<file path="config.mk">
export PLATFORM = sky130hd
export DESIGN_NAME = sixch_timer_unit
export DESIGN_NICKNAME = d
export VERILOG_FILES = /design/src/rtl/tmu_pkg.sv /design/src/rtl/tmu_evt_edge.sv /design/src/rtl/tmu_timer.sv /design/src/rtl/tmu_irq_ctl.sv /design/src/rtl/sixch_timer_unit.sv
export SDC_FILE = /design/constraint.sdc
export NUM_CORES = 2
export LEC_CHECK = 0
export ABC_AREA = 1
export ABC_CLOCK_PERIOD_IN_PS = 3450
export BUFFER_PORTS_ARGS = -buffer_cell sky130_fd_sc_hd__clkbuf_2
export CORE_MARGIN = 3
export CORE_UTILIZATION = 46
export CTS_CLUSTER_DIAMETER = 40
export DETAILED_ROUTE_END_ITERATION = 8
export MAX_ROUTING_LAYER = met4
export PLACE_DENSITY = 0.72
export SLEW_MARGIN = 20
export SYNTH_ARGS = -nofsm -noshare
export SYNTH_HDL_FRONTEND = slang
export SYNTH_HIERARCHICAL = 1
export SYNTH_SLANG_ARGS = --single-unit
</file>
<file path="constraint.sdc">
create_clock -name clk -period 3.45 [get_ports clk]
set_input_delay 0.345 -clock clk [delete_from_list [all_inputs] [get_ports clk]]
set_output_delay 0.345 -clock clk [all_outputs]
set_load 0.05 [all_outputs]
</file>
<file path="src/rtl/tmu_pkg.sv">
// Package: shared constants for the six-channel timer unit.
// Assumes a byte-addressed bus with word-aligned 32-bit registers.
package tmu_pkg;
    localparam int ADDR_CLKCTL  = 8'h00;
    localparam int ADDR_IDENT   = 8'h08;
    localparam int ADDR_TMR_LO  = 8'h10;
    localparam int PAIR_STRIDE  = 8'h20;
    localparam int ADDR_IRQ_EN  = 8'hF4;
    localparam int ADDR_IRQ_CTL = 8'hF8;
    localparam int ADDR_IRQ_CAP = 8'hFC;

    localparam logic [7:0] IDENT_CODE = 8'h59;

    localparam logic [31:0] CLKCTL_MASK = 32'h0000_0111;
    localparam int CLKCTL_DIS   = 0;
    localparam int CLKCTL_AWAKE = 4;

    localparam logic [31:0] CTRL_MASK = 32'h0000_05C4;
    localparam int CTRL_EXT_EN   = 2;
    localparam int CTRL_EDGE_LO  = 6;
    localparam int CTRL_SYNC     = 8;
    localparam int CTRL_INT_CLK  = 10;

    localparam int RUN_GO   = 0;
    localparam int RUN_LOAD = 2;

    typedef enum logic [1:0] {
        SEL_CTRL   = 2'd0,
        SEL_RUN    = 2'd1,
        SEL_RELOAD = 2'd2,
        SEL_COUNT  = 2'd3
    } tmr_reg_e;
endpackage

</file>
<file path="src/rtl/tmu_evt_edge.sv">
// Module: event-pin synchroniser and edge selector for one timer.
// Assumes din is asynchronous and each level lasts at least three cycles.
module tmu_evt_edge (
    input  logic       clk,
    input  logic       rst_n,
    input  logic       din,
    input  logic       sync_en,
    input  logic [1:0] edge_sel,
    output logic       evt
);
    logic s1_q, s2_q, last_q, sample;

    assign sample = sync_en ? s2_q : s1_q;

    // Capture the pin through one or two stages and keep the prior sample.
    always_ff @(posedge clk) begin
        if (!rst_n) begin
            s1_q   <= 1'b0;
            s2_q   <= 1'b0;
            last_q <= 1'b0;
        end else begin
            s1_q   <= din;
            s2_q   <= s1_q;
            last_q <= sample;
        end
    end

    // Raise one event per selected edge of the chosen sample.
    always_comb begin
        evt = (edge_sel[0] & sample & ~last_q) | (edge_sel[1] & ~sample & last_q);
    end
endmodule

</file>
<file path="src/rtl/tmu_timer.sv">
// Module: one down-counting timer with control, run, reload and count state.
// Assumes the reload and run registers are never written in the same cycle.
module tmu_timer #(
    parameter int DATA_W = 32,
    parameter int CNT_W  = 32
) (
    input  logic              clk,
    input  logic              rst_n,
    input  logic              active,
    input  logic              ctrl_we,
    input  logic              run_we,
    input  logic              rld_we,
    input  logic [DATA_W-1:0] wdata,
    input  logic              ext_in,
    output logic [DATA_W-1:0] ctrl_q,
    output logic              run_q,
    output logic [CNT_W-1:0]  rld_q,
    output logic [CNT_W-1:0]  cnt_q,
    output logic              expire
);
    import tmu_pkg::*;

    logic ext_evt, count_evt, step, load_req;

    tmu_evt_edge u_edge (
        .clk      (clk),
        .rst_n    (rst_n),
        .din      (ext_in),
        .sync_en  (ctrl_q[CTRL_SYNC]),
        .edge_sel (ctrl_q[CTRL_EDGE_LO+1:CTRL_EDGE_LO]),
        .evt      (ext_evt)
    );

    // Pick the count source and qualify it with run and unit state.
    always_comb begin
        count_evt = ctrl_q[CTRL_INT_CLK] | (ctrl_q[CTRL_EXT_EN] & ext_evt);
        load_req  = run_we & wdata[RUN_LOAD];
        step      = run_q & active & count_evt;
        expire    = step & ~load_req & (cnt_q == CNT_W'(1));
    end

    // Hold the software-visible configuration registers.
    always_ff @(posedge clk) begin
        if (!rst_n) begin
            ctrl_q <= '0;
            run_q  <= 1'b0;
            rld_q  <= '0;
        end else begin
            if (ctrl_we) ctrl_q <= wdata & DATA_W'(CTRL_MASK);
            if (run_we)  run_q  <= wdata[RUN_GO];
            if (rld_we)  rld_q  <= wdata[CNT_W-1:0];
        end
    end

    // Load, decrement or wrap the counter.
    always_ff @(posedge clk) begin
        if (!rst_n) begin
            cnt_q <= '0;
        end else if (load_req) begin
            cnt_q <= rld_q;
        end else if (step) begin
            if (cnt_q == '0) cnt_q <= rld_q;
            else             cnt_q <= cnt_q - CNT_W'(1);
        end
    end

    p_hold_stopped_r8: assert property (@(posedge clk) disable iff (!rst_n)
        (!run_q && !load_req) |=> (cnt_q == $past(cnt_q)));
    p_freeze_inactive_r4: assert property (@(posedge clk) disable iff (!rst_n)
        (!active && !load_req) |=> (cnt_q == $past(cnt_q)));
    p_load_on_start_r5: assert property (@(posedge clk) disable iff (!rst_n)
        load_req |=> (cnt_q == $past(rld_q)));
    p_wrap_reload_r7: assert property (@(posedge clk) disable iff (!rst_n)
        (step && !load_req && cnt_q == '0) |=> (cnt_q == $past(rld_q)));
endmodule

</file>
<file path="src/rtl/tmu_irq_ctl.sv">
// Module: per-timer interrupt enable and write-one-to-clear capture latch.
// Assumes expire pulses last one cycle; a set beats a same-cycle clear.
module tmu_irq_ctl #(
    parameter int N = 6
) (
    input  logic         clk,
    input  logic         rst_n,
    input  logic         en_we,
    input  logic         cap_we,
    input  logic [N-1:0] wdata,
    input  logic [N-1:0] expire,
    output logic [N-1:0] en_q,
    output logic [N-1:0] cap_q,
    output logic [N-1:0] irq
);
    logic [N-1:0] clr_mask;

    // Form the clear mask from a capture-register write.
    always_comb begin
        clr_mask = cap_we ? wdata : '0;
        irq      = cap_q & en_q;
    end

    // Store enables and latch expiry events.
    always_ff @(posedge clk) begin
        if (!rst_n) begin
            en_q  <= '0;
            cap_q <= '0;
        end else begin
            if (en_we) en_q <= wdata;
            cap_q <= (cap_q & ~clr_mask) | expire;
        end
    end

    p_cap_set_r7: assert property (@(posedge clk) disable iff (!rst_n)
        (expire != '0) |=> ((cap_q & $past(expire)) == $past(expire)));
    p_cap_sticky_r11: assert property (@(posedge clk) disable iff (!rst_n)
        ((($past(cap_q) & ~$past(clr_mask)) & ~cap_q) == '0));
endmodule

</file>
<file path="src/rtl/sixch_timer_unit.sv">
// Module: top of the six-channel timer unit: decode, clock control, read mux.
// Assumes one bus access per cycle and word-aligned register addresses.
module sixch_timer_unit #(
    parameter int N_TIMERS = 6,
    parameter int ADDR_W   = 8,
    parameter int DATA_W   = 32,
    parameter int CNT_W    = 32
) (
    input  logic                clk,
    input  logic                rst_n,
    input  logic                bus_sel,
    input  logic                bus_wr,
    input  logic [ADDR_W-1:0]   bus_addr,
    input  logic [DATA_W-1:0]   bus_wdata,
    output logic [DATA_W-1:0]   bus_rdata,
    input  logic [N_TIMERS-1:0] evt_in,
    output logic [N_TIMERS-1:0] irq
);
    import tmu_pkg::*;

    localparam int N_PAIRS  = (N_TIMERS + 1) / 2;
    localparam int CH_W     = 3;
    localparam int TMR_HI   = ADDR_TMR_LO + N_PAIRS * PAIR_STRIDE;

    logic [6:0]        rel;
    logic              in_tmr, wr_en, rd_en;
    logic [CH_W-1:0]   ch;
    tmr_reg_e          rsel;
    logic [DATA_W-1:0] clk_ctl_q;
    logic              active;

    logic [DATA_W-1:0] t_ctrl [N_TIMERS];
    logic              t_run  [N_TIMERS];
    logic [CNT_W-1:0]  t_rld  [N_TIMERS];
    logic [CNT_W-1:0]  t_cnt  [N_TIMERS];
    logic [N_TIMERS-1:0] t_exp;
    logic [N_TIMERS-1:0] en_q, cap_q;

    // Split the address into pair, member and register fields.
    always_comb begin
        wr_en  = bus_sel & bus_wr;
        rd_en  = bus_sel & ~bus_wr;
        rel    = 7'(bus_addr - ADDR_W'(ADDR_TMR_LO));
        in_tmr = (bus_addr >= ADDR_W'(ADDR_TMR_LO)) && (bus_addr < ADDR_W'(TMR_HI))
                 && (rel[1:0] == 2'b00) && ((rel[6:5] * 2 + rel[2]) < N_TIMERS);
        ch     = {rel[6:5], rel[2]};
        rsel   = tmr_reg_e'(rel[4:3]);
        active = ~clk_ctl_q[CLKCTL_DIS] & clk_ctl_q[CLKCTL_AWAKE];
    end

    // Hold the unit clock-control register.
    always_ff @(posedge clk) begin
        if (!rst_n)
            clk_ctl_q <= '0;
        else if (wr_en && bus_addr == ADDR_W'(ADDR_CLKCTL))
            clk_ctl_q <= bus_wdata & DATA_W'(CLKCTL_MASK);
    end

    for (genvar i = 0; i < N_TIMERS; i++) begin : g_tmr
        logic hit;
        assign hit = wr_en & in_tmr & (ch == CH_W'(i));
        tmu_timer #(.DATA_W(DATA_W), .CNT_W(CNT_W)) u_tmr (
            .clk     (clk),
            .rst_n   (rst_n),
            .active  (active),
            .ctrl_we (hit & (rsel == SEL_CTRL)),
            .run_we  (hit & (rsel == SEL_RUN)),
            .rld_we  (hit & (rsel == SEL_RELOAD)),
            .wdata   (bus_wdata),
            .ext_in  (evt_in[i]),
            .ctrl_q  (t_ctrl[i]),
            .run_q   (t_run[i]),
            .rld_q   (t_rld[i]),
            .cnt_q   (t_cnt[i]),
            .expire  (t_exp[i])
        );
    end

    tmu_irq_ctl #(.N(N_TIMERS)) u_irq (
        .clk    (clk),
        .rst_n  (rst_n),
        .en_we  (wr_en && bus_addr == ADDR_W'(ADDR_IRQ_EN)),
        .cap_we (wr_en && bus_addr == ADDR_W'(ADDR_IRQ_CAP)),
        .wdata  (bus_wdata[N_TIMERS-1:0]),
        .expire (t_exp),
        .en_q   (en_q),
        .cap_q  (cap_q),
        .irq    (irq)
    );

    // Select read data for the addressed register.
    always_comb begin
        bus_rdata = '0;
        if (rd_en) begin
            if (in_tmr) begin
                for (int i = 0; i < N_TIMERS; i++) begin
                    if (ch == CH_W'(i)) begin
                        case (rsel)
                            SEL_CTRL:   bus_rdata = t_ctrl[i];
                            SEL_RUN:    bus_rdata = DATA_W'(t_run[i]);
                            SEL_RELOAD: bus_rdata = DATA_W'(t_rld[i]);
                            default:    bus_rdata = DATA_W'(t_cnt[i]);
                        endcase
                    end
                end
            end else if (bus_addr == ADDR_W'(ADDR_CLKCTL)) begin
                bus_rdata = clk_ctl_q;
            end else if (bus_addr == ADDR_W'(ADDR_IDENT)) begin
                bus_rdata = DATA_W'({IDENT_CODE, 8'h00});
            end else if (bus_addr == ADDR_W'(ADDR_IRQ_EN)) begin
                bus_rdata = DATA_W'(en_q);
            end else if (bus_addr == ADDR_W'(ADDR_IRQ_CAP)) begin
                bus_rdata = DATA_W'(cap_q);
            end
        end
    end

    p_ident_read_r2: assert property (@(posedge clk) disable iff (!rst_n)
        (rd_en && bus_addr == ADDR_W'(ADDR_IDENT)) |-> (bus_rdata == DATA_W'(32'h5900)));
    p_irq_ctl_zero_r12: assert property (@(posedge clk) disable iff (!rst_n)
        (rd_en && bus_addr == ADDR_W'(ADDR_IRQ_CTL)) |-> (bus_rdata == '0));
endmodule

</file>
==> summary.md <==
| Metric | Value |
|---|---|
| Vias | `around 34000` |
| Total wire length | `127000 µm` |
| # IOs | `88` |
| Worst skew pair latency | `~0.66 ns` |
| Sequential Area | `0.00907 mm²` |
| Post-Syn Instances | `4929` |
| CTS tree | `done` |
| R2R Setup Slk | `slightly above 0.8 ns` |
| Outcome | `finished clean` |
| Leakage power figure | `16.3 nW` |
| GRT met1 Usage | `49.9%` |
| Largest net degree at the start of global routing | `76` |
| Final Wtd Congestion | `1.05` |
| CP Capture Point | `bus_rdata[24]` |
| PortBufs | `87` |
| Hold Fails Final Rpt | `0` |
| Die footprint | `~0.070 mm²` |
| Grt met3 use | `7.38%` |
| Synthesized area | `around 0.031 mm²` |
| Final ANT Viol Nets | `0` |
| CTS buffer count | `between 90 and 100` |
| Global-route wire length before repair | `189000 µm` |
| Max-cap violations | `0` |
| Gr usage total | `36.2%` |
| Reg2Reg Depth | `10` |
| Row cnt | `94` |
| Asr flop ratio synth | `0%` |
| Vias in the first global route | `29800` |
| Cells after DPL | `around 5700` |
| Area of the multi-input gates | `about 0.018 mm²` |
| Synth Register Bits | `453` |
| Number of synthesized flops with an enable pin | `0` |
| Gr ovfl total | `0` |
| Slew @ Worst Pin | `1.03 ns` |
| Final std cells w/o fill | `between 5000 and 6000` |
| Via density | `about 5.7` |
| Drt first pass iters | `6` |
| Busiest grt layer | `met2` |
| Period minus WS final | `3.45 ns` |
| Area growth from synthesis to layout | `15.3%` |
| Reg-to-Reg Start | `g_tmr[4].u_tmr/cnt_q[0]` |
| CP Class | `in -> out` |
| Final setup fails | `0` |
| RR Endpoint | `g_tmr[4].u_tmr/cnt_q[28]` |
| Core ar. | `0.0660 mm²` |
| Clk pin slew, worst setup/hold paths | `approximately 0.05 ns` |
| Hold depth | `3` |
| Synth warn | `6` |
| H-tree depth | `3` |
| Met2 GRT Util | `51.0%` |
| Root Driver | `clkbuf_16` |
| Avg Inst Size Synth | `6.23 µm²` |
| Max Clk Rate | `290 MHz` |
| Unrepaired setup endpoints after global routing | `false` |
| Critical path data arrival time | `3.10 ns` |
| Required @ worst endpoint | `3.11 ns` |
| Yosys cell types | `51` |
| Die W | `264 µm` |
| FILL cells | `6636` |
| Fin Clk Skew | `0.0347 ns` |
| Initial antenna violation count | `10` |
| Ys flop type | `dfxtp_1` |
| Slew margin rel. | `31.0%` |
| DRC | `0` |
| Crit path launch | `bus_addr[4]` |
| Sequential share of the synthesized area | `around 30%` |
| WL/cell | `21.4 µm` |
| CP Capture Type | `primary output` |
| Hold Path Class | `in -> reg` |
| Clock sink count | `around 450` |
| Max Fanout on Critical Path | `16` |
| Total Power | `16.5 mW` |
| Clk buf depth | `3` |
| Initial Util | `46.5%` |
| Final period util | `between 90 and 100%` |
| Max-slew violations | `0` |
| CP startpoint kind | `input pin` |
| P per Cell Area | `~470 mW/mm²` |
| Share of layout cells above drive strength 1 | `11.0%` |
| Maximum vdd drop | `0.378 mV` |
| Final #Nets | `5040` |
| DR iter-0 viols | `4661` |
| Detailed-placement wirelength estimate | `90500 µm` |
| Chip Height | `264 µm` |
## routing by layer
metal / share of wire, % / routed length, µm
met4: 4.9 / 6220
met1: 43 / 54000
met2: 41 / 52600
met3: 11 / 14100
met5: 0 / 0
## flip-flops by register name (all words and copies together) (netlist names)
register                   count
g_tmr.u_tmr/run_q              6
g_tmr.u_tmr/u_edge/s2_q        6
g_tmr.u_tmr/u_edge/s1_q        6
g_tmr.u_tmr/rld_q            192
g_tmr.u_tmr/cnt_q            192
g_tmr.u_tmr/ctrl_q            30
clk_ctl_q                      3
u_irq/cap_q                    6
g_tmr.u_tmr/u_edge/last_q      6
u_irq/en_q                     6
## layout make-up
class | count | share of cell area, %
Antenna cell | 14 | 0.0989
Clock buffer | 114 | 7.29
Clock inverter | 65 | 2.53
Inverter | 442 | 4.71
Multi-Input combinational cell | 3776 | 51.0
Sequential cell | 453 | 25.6
Tap cell | 864 | 3.05
Timing Repair Buffer | 206 | 5.73
## power breakdown
group | internal, mW | total, mW | switching, mW
registers | 5.25 | 5.27 | 0.0109
logic | 0.313 | 1.26 | 0.951
clock network | 6.59 | 9.97 | 3.38
## synth_stat cells, types with 30 or more instances
| library cell | instances | area [µm²] |
|---|---|---|
| inv_1 | 424 | 1590 |
| buf_4 | 184 | 1380 |
| o21ai_2 | 30 | 263 |
| clkbuf_1 | 107 | 402 |
| nand4_1 | 86 | 538 |
| o22ai_1 | 52 | 325 |
| nor2_1 | 552 | 2070 |
| xor2_1 | 30 | 263 |
| buf_2 | 90 | 450 |
| nand3_1 | 296 | 1480 |
| a21oi_2 | 30 | 263 |
| dfxtp_1 | 453 | 9070 |
| a21oi_1 | 510 | 2550 |
| o21ai_0 | 401 | 2010 |
| nand3b_1 | 48 | 360 |
| o221ai_1 | 31 | 272 |
| nand2_1 | 1293 | 4850 |
## critical path: stages
cell      delay [ns]
clkbuf_2        0.15
inv_4           0.06
ha_1            0.45
nand2_2         0.15
inv_2           0.16
nand3_4         0.09
buf_4           0.21
nor3_1          0.44
a21oi_1         0.14
o211ai_1        0.22
nand2_1         0.18
a21oi_1         0.31
buf_12          0.18
## kinds of logic (layout without fill, tap and decap cells)
logic type	count (synthesis)	after routing	share of synthesized area, %
compound gates	1147	1147	21.1
fa+ha+maj	15	15	0.611
flops	453	453	29.5
xor+xnor	54	54	1.54
buf+inv	856	827	13.7
other cells	6	176	0.0733
simple gates	2398	2398	33.5
## metrics by stage
stage	setup slack, ns	area (µm²)	hold slack [ns]	util [%]	TNS (ns)
6_report	0.00320	35400	0.169	53.7	0
5_1_grt	0.0284	35400	0.159	53.6	0
4_1_cts	0.160	35400	0.0958	53.6	0
3_5_place_dp	-0.0277	31800	0.433	48.3	-0.0277
3_3_place_gp	0.0733	31800	0.433	48.3	0
2_1_floorplan	0.159	31300	0.420	-	0
## how the worst min path moves through the flow
| stage | startpoint | endpoint | slack (ns) |
|---|---|---|---|
| floorplan | g_tmr[0].u_tmr/u_edge/s1_q | g_tmr[0].u_tmr/u_edge/s2_q | 0.42 |
| global placement | g_tmr[1].u_tmr/u_edge/s1_q | g_tmr[1].u_tmr/u_edge/s2_q | 0.43 |
| detailed placement | g_tmr[5].u_tmr/u_edge/s1_q | g_tmr[5].u_tmr/u_edge/s2_q | 0.43 |
| CTS | evt_in[4] | g_tmr[4].u_tmr/u_edge/s1_q | 0.1 |
| global route | evt_in[4] | g_tmr[4].u_tmr/u_edge/s1_q | 0.16 |
| finish | evt_in[4] | g_tmr[4].u_tmr/u_edge/s1_q | 0.17 |
## cell usage in the layout (no fill, tap or decap), drive strengths merged
cell type	count
bufinv	16
ha	15
clkinv	26
clkinvlp	14
diode	14
nand2	1320
nor3	17
a22o	18
nand3b	48
a21boi	7
a41oi	2
o211ai	22
xor2	30
conb	162
dlygate4sd3	5
buf	146
or2	21
clkbuf	169
a221oi	4
o22ai	52
nor4	7
nand3	303
o31ai	3
a31oi	6
inv	451
xnor2	24
o221a	3
and3	6
a21oi	540
nor2	590
dfxtp	453
o2111ai	4
o21ai	436
o21bai	18
nand4	86
o221ai	31
a211oi	1
## timing repair
action / 4_1_cts / 5_1_grt
hold buffers: 5 / 0
buffers inserted: 0 / 0
setup endpoints to repair: 0 / 1
resized for setup: 0 / 1
endpoints found under the hold margin: 5 / 0
(Power assumes the default switching activity.)
